==> src/rtl/uwe_pkg.sv <==
package uwe_pkg;

  typedef enum logic [2:0] {
    OP_READ  = 3'd0,
    OP_WRITE = 3'd1,
    OP_ERASE = 3'd2,
    OP_EWEN  = 3'd3,
    OP_EWDS  = 3'd4
  } host_op_e;

  typedef enum logic [2:0] {
    S_IDLE,
    S_SHIFT,
    S_GAP,
    S_POLL,
    S_DONE
  } eng_state_e;

  // 2-bit code placed on the wire after the start bit
  function automatic logic [1:0] wire_code(host_op_e op);
    case (op)
      OP_READ:  wire_code = 2'b10;
      OP_WRITE: wire_code = 2'b01;
      OP_ERASE: wire_code = 2'b11;
      default:  wire_code = 2'b00;
    endcase
  endfunction

endpackage

==> src/rtl/uwe_sk_tick.sv <==
module uwe_sk_tick #(
  parameter int HALF = 4
) (
  input  logic clk,
  input  logic rst_n,
  input  logic en,
  output logic tick
);
  localparam int CW = (HALF > 1) ? $clog2(HALF) : 1;

  logic [CW-1:0] cnt;

  assign tick = en && (cnt == CW'(HALF - 1));

  always_ff @(posedge clk) begin
    if (!rst_n || !en || tick) cnt <= '0;
    else                       cnt <= cnt + 1'b1;
  end
endmodule

==> src/rtl/uwe_timeout.sv <==
module uwe_timeout #(
  parameter int LIMIT = 3_750_000
) (
  input  logic clk,
  input  logic rst_n,
  input  logic clr,
  input  logic run,
  output logic expired
);
  localparam int TW = $clog2(LIMIT + 1);

  logic [TW-1:0] cnt;

  assign expired = (cnt == TW'(LIMIT));

  always_ff @(posedge clk) begin
    if (!rst_n || clr)       cnt <= '0;
    else if (run && !expired) cnt <= cnt + 1'b1;
  end
endmodule

==> src/rtl/uwe_serdes.sv <==
module uwe_serdes #(
  parameter int FRAME_W = 25,
  parameter int DATA_W  = 16
) (
  input  logic               clk,
  input  logic               rst_n,
  input  logic               load,
  input  logic [FRAME_W-1:0] frame,
  input  logic               tx_shift,
  input  logic               rx_shift,
  input  logic               rx_bit,
  output logic               tx_msb,
  output logic [DATA_W-1:0]  rx_word
);
  logic [FRAME_W-1:0] tx_q;
  logic [DATA_W-1:0]  rx_q;

  assign tx_msb  = tx_q[FRAME_W-1];
  assign rx_word = rx_q;

  always_ff @(posedge clk) begin
    if (!rst_n)        tx_q <= '0;
    else if (load)     tx_q <= frame;
    else if (tx_shift) tx_q <= {tx_q[FRAME_W-2:0], 1'b0};
  end

  // Every rising-edge sample shifts in; the last DATA_W samples are the word
  always_ff @(posedge clk) begin
    if (!rst_n)        rx_q <= '0;
    else if (rx_shift) rx_q <= {rx_q[DATA_W-2:0], rx_bit};
  end
endmodule

==> src/rtl/uwire_eeprom_ctrl.sv <==
module uwire_eeprom_ctrl
  import uwe_pkg::*;
#(
  parameter int ADDR_W      = 6,
  parameter int DATA_W      = 16,
  parameter int SK_HALF     = 4,
  parameter int TIMEOUT_CYC = 3_750_000
) (
  input  logic              clk,
  input  logic              rst_n,
  input  logic              cmd_wr,
  input  logic [2:0]        cmd_op,
  input  logic [ADDR_W-1:0] cmd_addr,
  input  logic              data_wr,
  input  logic [DATA_W-1:0] data_in,
  output logic [DATA_W-1:0] data_out,
  output logic              busy,
  output logic              timed_out,
  input  logic              if_disable,
  input  logic              gpo_clk,
  input  logic              gpo_dat,
  output logic              ee_cs,
  output logic              ee_sk,
  output logic              ee_di,
  input  logic              ee_do
);
  localparam int HDR_W   = 3 + ADDR_W;
  localparam int FRAME_W = HDR_W + DATA_W;
  localparam int CNT_W   = $clog2(FRAME_W + 2);
  localparam logic [ADDR_W-1:0] EWEN_ADDR = {2'b11, {(ADDR_W-2){1'b0}}};

  eng_state_e        state;
  host_op_e          op_q;
  logic [CNT_W-1:0]  clk_cnt, clk_total;
  logic              sk_q, cs_q, busy_q, to_q;
  logic [1:0]        gap_cnt;
  logic [DATA_W-1:0] data_q;

  logic              tick, expired, tx_msb;
  logic [DATA_W-1:0] rx_word;
  logic              cmd_go;
  host_op_e          new_op;
  logic [ADDR_W-1:0] wire_addr;
  logic [FRAME_W-1:0] frame;
  logic [CNT_W-1:0]  new_total;

  assign new_op = host_op_e'(cmd_op);
  assign cmd_go = cmd_wr && (state == S_IDLE) && !if_disable && (cmd_op <= 3'd4);

  always_comb begin
    case (new_op)
      OP_EWEN: wire_addr = EWEN_ADDR;
      OP_EWDS: wire_addr = '0;
      default: wire_addr = cmd_addr;
    endcase
    frame = {1'b1, wire_code(new_op), wire_addr,
             (new_op == OP_WRITE) ? data_q : {DATA_W{1'b0}}};
    case (new_op)
      OP_READ:  new_total = CNT_W'(HDR_W + 1 + DATA_W);
      OP_WRITE: new_total = CNT_W'(FRAME_W);
      default:  new_total = CNT_W'(HDR_W);
    endcase
  end

  uwe_sk_tick #(.HALF(SK_HALF)) u_tick (
    .clk(clk), .rst_n(rst_n), .en(state != S_IDLE), .tick(tick)
  );

  uwe_timeout #(.LIMIT(TIMEOUT_CYC)) u_timer (
    .clk(clk), .rst_n(rst_n), .clr(cmd_go),
    .run((state == S_GAP) || (state == S_POLL)), .expired(expired)
  );

  uwe_serdes #(.FRAME_W(FRAME_W), .DATA_W(DATA_W)) u_serdes (
    .clk(clk), .rst_n(rst_n), .load(cmd_go), .frame(frame),
    .tx_shift((state == S_SHIFT) && tick && sk_q),
    .rx_shift((state == S_SHIFT) && tick && !sk_q),
    .rx_bit(ee_do), .tx_msb(tx_msb), .rx_word(rx_word)
  );

  always_ff @(posedge clk) begin
    if (!rst_n) begin
      state     <= S_IDLE;
      op_q      <= OP_READ;
      clk_cnt   <= '0;
      clk_total <= '0;
      sk_q      <= 1'b0;
      cs_q      <= 1'b0;
      busy_q    <= 1'b0;
      to_q      <= 1'b0;
      gap_cnt   <= '0;
      data_q    <= '0;
    end else begin
      case (state)
        S_IDLE: begin
          if (cmd_go) begin
            op_q      <= new_op;
            clk_cnt   <= '0;
            clk_total <= new_total;
            cs_q      <= 1'b1;
            sk_q      <= 1'b0;
            busy_q    <= 1'b1;
            to_q      <= 1'b0;
            state     <= S_SHIFT;
          end else if (data_wr) begin
            data_q <= data_in;
          end
        end
        S_SHIFT: begin
          if (tick) begin
            if (!sk_q) begin
              sk_q <= 1'b1;
            end else begin
              sk_q    <= 1'b0;
              clk_cnt <= clk_cnt + 1'b1;
              if (clk_cnt == clk_total - 1'b1) begin
                if (op_q == OP_WRITE || op_q == OP_ERASE) begin
                  cs_q    <= 1'b0;
                  gap_cnt <= '0;
                  state   <= S_GAP;
                end else begin
                  state <= S_DONE;
                end
              end
            end
          end
        end
        S_GAP, S_POLL: begin
          if (expired) begin
            cs_q   <= 1'b0;
            busy_q <= 1'b0;
            to_q   <= 1'b1;
            state  <= S_IDLE;
          end else if (tick) begin
            if (state == S_GAP) begin
              gap_cnt <= gap_cnt + 1'b1;
              if (gap_cnt == 2'd1) begin
                cs_q  <= 1'b1;
                state <= S_POLL;
              end
            end else if (ee_do) begin
              cs_q  <= 1'b0;
              state <= S_DONE;
            end
          end
        end
        S_DONE: begin
          cs_q   <= 1'b0;
          busy_q <= 1'b0;
          if (op_q == OP_READ) data_q <= rx_word;
          state  <= S_IDLE;
        end
        default: state <= S_IDLE;
      endcase
    end
  end

  assign data_out  = data_q;
  assign busy      = busy_q;
  assign timed_out = to_q;
  assign ee_cs     = if_disable ? 1'b0    : cs_q;
  assign ee_sk     = if_disable ? gpo_clk : sk_q;
  assign ee_di     = if_disable ? gpo_dat : ((state == S_SHIFT) ? tx_msb : 1'b0);

endmodule

==> config.mk <==
export PLATFORM = sky130hd
export DESIGN_NAME = uwire_eeprom_ctrl
export DESIGN_NICKNAME = d
export VERILOG_FILES = /design/src/rtl/uwe_pkg.sv /design/src/rtl/uwe_sk_tick.sv /design/src/rtl/uwe_timeout.sv /design/src/rtl/uwe_serdes.sv /design/src/rtl/uwire_eeprom_ctrl.sv
export SDC_FILE = /design/constraint.sdc
export NUM_CORES = 1
export LEC_CHECK = 0
export ABC_CLOCK_PERIOD_IN_PS = 5400
export BUFFER_PORTS_ARGS = -buffer_cell sky130_fd_sc_hd__buf_2
export CAP_MARGIN = 0
export CORE_MARGIN = 8
export CORE_UTILIZATION = 39
export DETAILED_ROUTE_END_ITERATION = 16
export SLEW_MARGIN = 20
export SYNTH_ARGS = -nofsm -noshare
export SYNTH_HDL_FRONTEND = slang
export SYNTH_SLANG_ARGS = --single-unit
==> constraint.sdc <==
create_clock -name clk -period 5.4 [get_ports clk]
set_clock_uncertainty 0.1 [all_clocks]
set_input_delay 1.62 -clock clk [delete_from_list [all_inputs] [get_ports clk]]
set_output_delay 1.62 -clock clk [all_outputs]
set_load 0.1 [all_outputs]
Yosys cells after proc, flatten, opt, wreduce, memory -nomap -nowiden --
Cells that the tools add are included.
Storage, ports and cells: register bits after elaboration 103, input bits 33, output and inout port bits 21, logic and storage cells 144
Cells by class: add/subtract/negate cells 5, $lt $le $gt $ge 1, eq/ne operators 29, mux-type cells 56, reductions and logical operators 39
Operators with widths (number):
- $mux 16 | 4
- $mux 25 | 2
- $pmux 16 s2 | 1
- $mux 3 | 10
- $add 22x1->22 const B | 1
- $eq 22x22->1 const B | 1
- $ne 2x2->1 const B | 10
- $pmux 5 s2 | 2
- $mux 1 | 19
- $eq 3x2->1 const B | 5
- $mux 5 | 3
- $mux 2 | 7
- $pmux 6 s2 | 1
- $reduce_bool 2->1 | 5
- $eq 3x1->1 const B | 3
- $logic_not 3->1 | 3
- $pmux 3 s3 | 1
- $reduce_and 3->1 | 3
- $reduce_and 9->1 | 1
- $logic_and 1x1->1 | 8
- $ne 4x3->1 const B | 2
- $reduce_and 4->1 | 2
- $reduce_and 8->1 | 1
- $reduce_and 7->1 | 1
- 21 further kinds | 34

Longest topological paths before layout --
Gate-level depths: netlist of run 1.
word-level depth 7, gate-level depth with buffers 10, mapped depth without buffers 8

By module --
From an unflattened synthesis of run 1, not the netlist that was laid out.
Unflattened totals: cell total of the unflattened synthesis 556, area, all modules 5360.1 µm²
Modules (own cells, without submodules):
- uwire_eeprom_ctrl | times used 1, cells an instance 256, area each 2250.9 µm², seq. area each 740.7 µm²
- uwe_serdes | times used 1, cells an instance 162, area each 1920.6 µm², seq. area each 820.8 µm²
- uwe_timeout | times used 1, cells an instance 132, area each 1104.8 µm², seq. area each 440.4 µm²
- uwe_sk_tick | times used 1, cells an instance 6, area each 83.8 µm², seq. area each 40.0 µm²

Least setup slack after synthesis of run 1 --
No wires, ideal clock.
path type input to output, start in if_disable, end out ee_di, data arrival time 3.733 ns, data required time 3.680 ns, slack -0.053 ns, stages on the path 1, buffers on the path 0, path through o21ai_0
On the way: longest elaborated chain between the ends 1
RTL lines:
- from (decl) | RTL line uwire_eeprom_ctrl.sv:19 | input logic if_disable,
- $mux 1 | RTL line uwire_eeprom_ctrl.sv:163 | assign ee_di = if_disable ? gpo_dat : ((state == S_SHIFT) ? tx_msb : 1'b0);
- to (decl) | RTL line uwire_eeprom_ctrl.sv:24 | output logic ee_di,
No other way between the ends.

Worst setup path in the final report of run 1 --
start in if_disable, end out ee_sk
On the way: longest elaborated chain between the ends 1
RTL lines:
- $mux 1 | RTL line uwire_eeprom_ctrl.sv:162 | assign ee_sk = if_disable ? gpo_clk : sk_q;
- to (decl) | RTL line uwire_eeprom_ctrl.sv:23 | output logic ee_sk,
No other way between the ends.

==> results.py, run 1 <==
metrics = {
    "sta": {
        "slew_viol_final": 0,
        "min_period_over_period_pct": 76.1,
        "slew_headroom_pct": 32.9,
        "finalHoldViolations": 0,
        "fin_crit_ps": 4110,
        "fin_tns_setup_ps": 0,
        "rsz0062_at_grt": "no",
        "max_freq_mhz": 244,
        "max_slew.worst_pin.slew_ps": 1000,
        "setup_violations": 0,
    },
    "synthesis": {
        "netlist_instances": 573,
        "yosys.area.top_type_share_pct": 43.3,
        "syn_area_per_cell_um2": 8.24,
        "yosysTopAreaCell": "dfxtp_1",
        "ys_warn_count": 0,
        "synth_edf_count": 0,
        "synth.distinct_cells": 57,
        "yosysMostFrequentCell": "dfxtp_1",
        "async_flop_share_pct": 0,
        "ys_ff_latch": 102,
        "synthFlopType": "dfxtp_1",
        "synth.cell_area_mm2": 0.00472,
        "seq_area_frac_synth_pct": 43.3,
        "syn_nets": 613,
        "ys_top_cells_by_count": "dfxtp_1 (102), nand2_1 (81), a21oi_1 (67), o21ai_0 (57), nor2_1 (43)",
        "yosys-top-cells-area": "dfxtp_1 (43%), a21oi_1 (7.1%), nand2_1 (6.4%), o21ai_0 (6.0%), nor2_1 (3.4%)",
    },
    "final_layout": {
        "finalNetCount": 643,
        "syn_to_final_growth_pct": 12.9,
        "multiInputGateArea_mm2": 0.00247,
        "diodes": 0,
        "drive_above_1_share_pct": 14.1,
        "final_core_util_pct": 44.7,
        "seqCellArea_mm2": 0.00204,
        "fillers": 1245,
    },
    "clock_network": {
        "cts_tree": "yes",
        "cts_made_buffers": 9,
        "htree_levels": 3,
        "cts_hold_buf": 0,
        "clk_latency_ps": 350,
        "cts_setup_buffers": 0,
        "cts-resized-gates": 0,
        "cts-root-buf": "clkbuf_16",
        "clock_path_buffers": 2,
        "cts_num_sinks": 102,
        "clk_pin_slew_worst_paths_ps": 70,
    },
    "worst_setup_path": {
        "critPathMaxFanout": 7,
        "crit_path_end_kind": "output port",
        "cp.required_ps": 3680,
        "crit_arrival_ps": 2390,
        "r2r_start": "state[0]",
        "rr_worst_depth": 5,
        "path_class": "in -> out",
        "startpoint_type": "primary input",
        "r2r_setup_slack_ps": 2820,
        "r2r-end": "u_serdes.tx_q[0]",
    },
    "power_and_ir_drop": {
        "power_density_mw_per_mm2": 388,
        "seqPwrFrac_pct": 42.5,
        "intPower_mw": 1.28,
        "p_clk_share_pct": 30.0,
        "p_switching_mw": 0.786,
        "swShare_pct": 38.1,
        "power_frac_comb_pct": 27.4,
        "vdd_drop_max_uv": 233,
        "p_leak_nw": 2.00,
    },
    "hold_path": {
        "min_path_type": "reg -> reg",
        "hp-start": "u_tick.cnt[0]",
        "hold_depth": 1,
        "hold_path_end": "u_tick.cnt[0]",
    },
    "grt": {
        "antenna_found_initial": 0,
        "grt_max_degree": 50,
        "grt_pass1_wl_um": 19300,
        "grt.total_usage_pct": 14.9,
        "grt_overflow": 0,
        "grt_pass1_vias": 3846,
    },
    "route": {
        "wire_per_inst_um": 15.5,
        "vias": 4201,
        "drt_first_pass_iters": 5,
        "ant_nets": 0,
        "drt_iter0_markers": 333,
        "viasPerCell": 5.56,
        "drc_errors": 0,
        "routed_wl_um": 11700,
    },
    "outcome": {
        "status": "complete, no violations",
    },
    "floorplanning": {
        "initial_core_util_pct": 39.6,
        "die_h_um": 126,
        "io_pins": 54,
        "die_area_mm2": 0.0159,
        "die_w_um": 126,
        "core_area_mm2": 0.0119,
        "rows": 40,
    },
    "placed_design": {
        "place.gp.congestion": 0.835,
        "dpl.hpwl_um": 8180,
        "io_buffers": 53,
    },
    "flow_run": {
        "drv_cap": 0,
    },
}
metrics by stage:
stage	worst slack (ps)	cells	power, mW	hold slack, ps	instance area (um2)
after floorplan	710	573	1.35	307	4720
after global routing	1200	755	2.16	355	5330
final	1290	755	2.07	332	5330
after detailed placement	1300	738	1.46	325	5030
after global placement	1300	738	1.46	314	5030
after CTS	1300	754	2.09	334	5320
worst max path at each step:
stage / to / startpoint / slack (ps)
after global placement: ee_sk / if_disable / 1300
final: ee_sk / if_disable / 1290
after global routing: ee_sk / if_disable / 1200
after floorplan: ee_di / if_disable / 710
after detailed placement: ee_di / if_disable / 1300
after CTS: ee_sk / if_disable / 1300
worst max-delay path, cell delays in order:
cell,delay (ps)
buf_2,190
nand2_1,70
o21ai_1,70
buf_2,430
power groups by stage:
stage	registers (mW)	clock network [mW]	logic, mW
2_1_floorplan	1.08	0	0.266
3_3_place_gp	0.893	0	0.563
3_5_place_dp	0.896	0	0.566
4_1_cts	0.879	0.641	0.568
5_1_grt	0.889	0.668	0.608
6_report	0.879	0.621	0.567
flip-flops by register name (all words and copies together) (netlist names):
register / flops
sk_q: 1
op_q: 3
u_serdes.tx_q: 25
state: 3
data_out: 16
clk_total: 4
timed_out: 1
u_timer.cnt: 22
clk_cnt: 5
gap_cnt: 2
u_serdes.rx_word: 16
busy: 1
u_tick.cnt: 2
cs_q: 1
metal layers:
layer / vias up / track usage (%) / share of wire [%]
met5: - / 0 / 0
met4: 0 / 4.03 / 1.1
met3: 8 / 4.89 / 5.8
met2: 119 / 23.8 / 46
met1: 1974 / 18.9 / 47
li1: 2100 / - / -
final cells by class:
type / count / share of cell area [%]
Timing Repair Buffer: 57 / 5.61
Tap cell: 147 / 3.45
Clock inverter: 7 / 1.06
Inverter: 15 / 1.06
Clock buffer: 9 / 4.23
Multi-Input combinational cell: 418 / 46.3
Sequential cell: 102 / 38.3
cells by family (layout without fill, tap and decap cells):
group                    count (synthesis)  in the layout  share of synthesized area (%)
flip-flops                             102            102                           43.3
AND/OR/NAND/NOR                        202            202                           20.7
AO/OA/AOI/OAI                          179            179                           23.0
adder cells (fa/ha/maj)                  7              7                           1.86
buffers and inverters                   53             88                           4.80
XOR/XNOR                                13             13                           2.70
multiplexers                            17             17                           3.63
placed cells by master (no fill, tap or decap), types with 4 or more instances in the layout:
cell type	count
a22oi_1	4
mux2i_1	16
nor3_1	7
and2_1	4
ha_1	7
o31ai_1	9
nor2_1	42
a211oi_1	18
a21oi_1	67
inv_1	15
clkbuf_16	9
nand4_1	7
dfxtp_1	102
xor2_1	10
or3_1	7
nor2b_1	4
nand3_1	17
buf_2	53
o21ai_1	5
or4_1	10
o21ai_0	55
nand2_1	81
Note: power is estimated with default switching activity, not from simulation.
==> inputs of run 2 (changes only) <==
Settings changed: ABC_CLOCK_PERIOD_IN_PS 5400 to 3800.
Clock period 5.4 ns to 3.8 ns, I/O delays scaled along.
==> results.py, run 2 (synthesis results as in run 1) <==
metrics = {
    "final_layout": {
        "final_common_cell": "dfxtp_1",
        "drive_above_1_share_pct": 14.4,
        "largest_register_ffs": 25,
        "final_cell_mix": "dfxtp_1 (102), nand2_1 (81), a21oi_1 (67)",
        "top_register": "u_serdes.tx_q",
        "diodes": 0,
        "top_regs": "u_serdes.tx_q (25), u_timer.cnt (22)",
        "syn_to_final_growth_pct": 13.8,
        "finalNetCount": 647,
        "fillers": 1198,
    },
    "sta": {
        "min_period_over_period_pct": 84.9,
        "fin_tns_setup_ps": 0,
        "slew_viol_final": 0,
        "max_freq_mhz": 310,
        "finalHoldViolations": 0,
        "hold-worst-slack_ps": 360,
        "fin_ws_ps": 575,
        "max_slew.worst_pin.slew_ps": 1110,
        "slew_headroom_pct": 25.8,
        "setup_violations": 0,
        "fin_crit_ps": 3220,
        "rsz0062_at_grt": "no",
    },
    "worst_setup_path": {
        "crit_chain": "nor3b_2 > nand2_1 > o21ai_1 > buf_2",
        "rr_worst_depth": 8,
        "path_class": "reg -> out",
        "cpPeakStageDelay_ps": 510,
        "crit_path_end_kind": "output port",
        "cp.required_ps": 2560,
        "startpoint_type": "flip-flop",
        "critPathTopFamily": "simple AND/OR/NAND/NOR gates",
        "r2r-end": "cs_q",
        "crit_arrival_ps": 1980,
        "slowest_stage": "dfxtp_1",
        "cp_num_buf_inv": 1,
        "r2r_setup_slack_ps": 1240,
        "critPathMaxFanout": 10,
        "r2r_start": "clk_total[0]",
    },
    "hold_path": {
        "min_path_type": "reg -> reg",
        "hold_depth": 2,
        "hold_path_end": "u_serdes.rx_word[15]",
        "hp-start": "u_serdes.rx_word[15]",
    },
    "route": {
        "drt_iter0_markers": 307,
        "drt_first_pass_iters": 7,
        "vias": 4150,
        "routed_wl_um": 12000,
        "ant_nets": 0,
        "drc_errors": 0,
        "viasPerCell": 5.47,
        "wire_per_inst_um": 15.8,
    },
    "floorplanning": {
        "initial_core_util_pct": 39.6,
        "rows": 40,
        "die_h_um": 126,
        "core_area_mm2": 0.0119,
        "die_area_mm2": 0.0159,
        "die_w_um": 126,
        "io_pins": 54,
    },
    "clock_network": {
        "cts-resized-gates": 0,
        "cts_setup_buffers": 0,
        "clk_pin_slew_worst_paths_ps": 70,
        "clock_path_buffers": 2,
        "clk_latency_ps": 350,
        "cts-root-buf": "clkbuf_16",
        "cts_hold_buf": 0,
        "cts_made_buffers": 9,
        "cts_num_sinks": 102,
        "htree_levels": 3,
        "cts_tree": "yes",
    },
    "power_and_ir_drop": {
        "vdd_drop_max_uv": 485,
        "power_density_mw_per_mm2": 560,
        "p_leak_nw": 2.03,
    },
    "grt": {
        "grt_pass1_vias": 3899,
        "antenna_found_initial": 0,
        "grt.total_usage_pct": 15.2,
        "grt_pass1_wl_um": 19800,
        "grt_max_degree": 33,
        "grt_overflow": 0,
    },
    "outcome": {
        "status": "complete, no violations",
    },
    "placed_design": {
        "place.gp.congestion": 0.817,
        "dpl.hpwl_um": 8470,
        "place_worst_setup_slack_ps": 650,
        "io_buffers": 53,
    },
    "flow_run": {
        "drv_cap": 0,
    },
}
==> run 2: worst min-delay path, cell delays in order, from the launching register on <==
cell     delay, ps
dfxtp_1        310
nand2_1         50
a21oi_1         50
==> run 2: cell type report <==
cell class / instances / area [um2] / area share, %
clock buffer: 11 / 243 / 4.52
clock inverter: 5 / 57.6 / 1.07
inverter: 15 / 56.3 / 1.05
multi-input combinational: 418 / 2460 / 45.9
sequential: 102 / 2040 / 38.0
tap: 147 / 184 / 3.42
timing repair buffer: 61 / 325 / 6.06
==> run 2: layer usage <==
metal | track usage [%] | part of all wire (%) | wire, um
met5 | 0 | 0 | 0
met1 | 19.6 | 48 | 5710
met3 | 4.85 | 6.0 | 714
met4 | 4.88 | 1.6 | 195
met2 | 23.6 | 45 | 5370
==> run 2: through the flow <==
stage / power [mW] / cells / area, um2 / util (%)
6_report: 3.01 / 759 / 5370 / 45.1
5_1_grt: 3.15 / 759 / 5370 / 45.1
4_1_cts: 3.03 / 759 / 5370 / 45.1
3_5_place_dp: 2.08 / 743 / 5070 / 42.6
3_3_place_gp: 2.08 / 743 / 5070 / 42.6
2_1_floorplan: 1.91 / 573 / 4720 / -
==> run 2: worst max-delay path by stage <==
stage | from | to | slack (ps) | depth (start not counted)
4_1_cts | state[0] | ee_di | 590 | 4
6_report | state[0] | ee_di | 580 | 4
5_1_grt | state[0] | ee_di | 420 | 4
2_1_floorplan | if_disable | ee_di | 70 | 1
3_3_place_gp | if_disable | ee_sk | 650 | 4
3_5_place_dp | if_disable | ee_di | 650 | 4
==> run 2: report_power, final <==
group | switching, mW | internal [mW] | total, mW
Sequential | 0.0864 | 1.16 | 1.25
Combinational | 0.611 | 0.204 | 0.815
Clock | 0.412 | 0.530 | 0.943
Total | 1.11 | 1.90 | 3.01
==> inputs of run 3 (changes only) <==
Settings changed: ABC_AREA from default to 1, ABC_CLOCK_PERIOD_IN_PS 3800 to 2690.
Clock period 3.8 ns to 2.69 ns, I/O delays scaled along.
==> results.py, run 3 <==
metrics = {
    "clock_network": {
        "cts_setup_buffers": 0,
        "clk_pin_slew_worst_paths_ps": 70,
        "cts_hold_buf": 0,
        "cts-resized-gates": 0,
        "cts_num_sinks": 102,
        "cts-root-buf": "clkbuf_16",
        "cts_tree": "yes",
        "clk_latency_ps": 360,
        "htree_levels": 3,
        "clock_path_buffers": 2,
        "cts_made_buffers": 9,
    },
    "power_and_ir_drop": {
        "vdd_drop_max_uv": 843,
        "intPower_mw": 2.90,
        "p_switching_mw": 2.36,
        "power_density_mw_per_mm2": 895,
        "p_total_mw": 5.26,
        "p_leak_nw": 2.42,
        "seqPwrFrac_pct": 35.7,
        "power_frac_comb_pct": 39.5,
        "swShare_pct": 44.8,
        "p_clk_share_pct": 24.9,
    },
    "worst_setup_path": {
        "r2r_setup_slack_ps": 260,
        "r2r_start": "u_timer.cnt[0]",
        "crit_arrival_ps": 1560,
        "path_class": "reg -> out",
        "slowest_stage": "dfxtp_1",
        "cp.required_ps": 1780,
        "startpoint_type": "flip-flop",
        "critPathTopFamily": "flip-flops",
        "crit_path_end_kind": "output port",
        "cp_num_buf_inv": 1,
        "rr_worst_depth": 12,
        "r2r-end": "u_timer.cnt[6]",
        "critPathMaxFanout": 8,
        "crit_chain": "nand3_2 > o31ai_4 > buf_12",
        "cpPeakStageDelay_ps": 470,
    },
    "floorplanning": {
        "rows": 41,
        "die_h_um": 130,
        "die_w_um": 130,
        "initial_core_util_pct": 40.0,
        "io_pins": 54,
        "core_area_mm2": 0.0126,
        "die_area_mm2": 0.0168,
    },
    "sta": {
        "fin_crit_ps": 2470,
        "rsz0062_at_grt": "no",
        "min_period_over_period_pct": 91.7,
        "slew_headroom_pct": 55.9,
        "slew_viol_final": 0,
        "max_freq_mhz": 405,
        "setup_violations": 0,
        "finalHoldViolations": 0,
        "fin_tns_setup_ps": 0,
        "max_slew.worst_pin.slew_ps": 655,
    },
    "route": {
        "routed_wl_um": 13200,
        "routedLengthMet1_um": 5910,
        "drt_first_pass_iters": 5,
        "drt_iter0_markers": 297,
        "met3WireLength_um": 593,
        "drc_errors": 0,
        "wl_met2_um": 6500,
        "wire_per_inst_um": 13.7,
        "topRoutingLayerUsed": "met4",
        "viasPerCell": 5.05,
        "ant_nets": 0,
        "vias": 4866,
    },
    "synthesis": {
        "ys_top_cells_by_count": "nand2_1 (125), dfxtp_1 (102), o21ai_0 (102), inv_1 (95), nor2_1 (85)",
        "ys_warn_count": 0,
        "synth.distinct_cells": 39,
        "yosys.area.top_type_share_pct": 40.5,
        "yosysMostFrequentCell": "nand2_1",
        "async_flop_share_pct": 0,
        "synthFlopType": "dfxtp_1",
        "synth_edf_count": 0,
        "seq_area_frac_synth_pct": 40.5,
        "ys_ff_latch": 102,
        "synth.cell_area_mm2": 0.00505,
        "netlist_instances": 741,
        "syn_nets": 781,
        "syn_area_per_cell_um2": 6.81,
        "yosysTopAreaCell": "dfxtp_1",
        "yosys-top-cells-area": "dfxtp_1 (40%), o21ai_0 (10%), nand2_1 (9.3%), inv_1 (7.1%), a21oi_1 (6.7%)",
    },
    "flow_run": {
        "drv_cap": 0,
    },
    "grt": {
        "grt_max_degree": 44,
        "antenna_found_initial": 0,
        "grt_overflow": 0,
        "grt.total_usage_pct": 16.6,
        "grt_pass1_wl_um": 22500,
        "grt_pass1_vias": 4751,
    },
    "final_layout": {
        "finalNetCount": 826,
        "syn_to_final_growth_pct": 16.4,
        "top_regs": "u_serdes.tx_q (25), u_timer.cnt (22)",
        "final_cell_mix": "nand2_1 (125), dfxtp_1 (102), o21ai_0 (101)",
        "drive_above_1_share_pct": 13.1,
        "largest_register_ffs": 25,
        "final_common_cell": "nand2_1",
        "diodes": 0,
        "top_register": "u_serdes.tx_q",
        "finalNonFillerCells": 963,
    },
    "placed_design": {
        "place.gp.congestion": 0.922,
        "dpl.hpwl_um": 9890,
        "post-place-cells": 947,
        "io_buffers": 53,
    },
    "hold_path": {
        "hp-start": "u_tick.cnt[0]",
        "hold_path_end": "u_tick.cnt[0]",
        "min_path_type": "reg -> reg",
        "hold_depth": 1,
    },
    "outcome": {
        "status": "complete, no violations",
    },
}
==> run 3: worst max-delay path by stage <==
| stage | startpoint | to | depth (start not counted) |
|---|---|---|---|
| floorplan | if_disable | ee_di | 1 |
| CTS | state[0] | ee_di | 3 |
| finish | state[0] | ee_di | 3 |
| global route | u_timer.cnt[0] | u_timer.cnt[6] | 12 |
| global placement | if_disable | u_serdes.tx_q[23] | 7 |
| detailed placement | if_disable | state[1] | 11 |
==> run 3: kinds of logic after synthesis <==
group	count (synthesis)	share of synthesized area [%]
flip-flops	102	40.5
adder cells (fa/ha/maj)	7	1.74
buffers and inverters	132	10.4
XOR/XNOR	8	1.39
AO/OA/AOI/OAI	197	20.5
AND/OR/NAND/NOR	295	25.5
==> run 3: per-layer routing <==
| layer | vias up | global-route usage [%] |
|---|---|---|
| li1 | 2510 | - |
| met1 | 2220 | 19.6 |
| met2 | 119 | 28.7 |
| met3 | 17 | 4.69 |
| met4 | 0 | 4.92 |
| met5 | - | 0 |
==> run 3: cell type report <==
cell class	instances	area, um2
timing repair buffer	65	438
clock inverter	6	56.3
tap	172	215
sequential	102	2040
multi-input combinational	507	2500
fill	1347	6750
clock buffer	10	239
inverter	101	379
==> run 3: power by group through the flow <==
stage | Combinational, mW | Clock (mW) | Sequential, mW
global route | 2.26 | 1.42 | 1.90
floorplan | 1.01 | 0 | 2.52
global placement | 2.07 | 0 | 1.91
finish | 2.07 | 1.31 | 1.87
CTS | 2.08 | 1.35 | 1.88
detailed placement | 2.07 | 0 | 1.91
==> run 3: stage by stage <==
stage	utilization (%)	hold slack (ps)	cell area (um2)	setup slack (ps)
6_report	46.5	323	5870	222
5_1_grt	46.5	358	5870	37.1
4_1_cts	46.5	330	5870	208
3_5_place_dp	44.2	320	5580	240
3_3_place_gp	44.2	308	5580	246
2_1_floorplan	-	298	5070	118
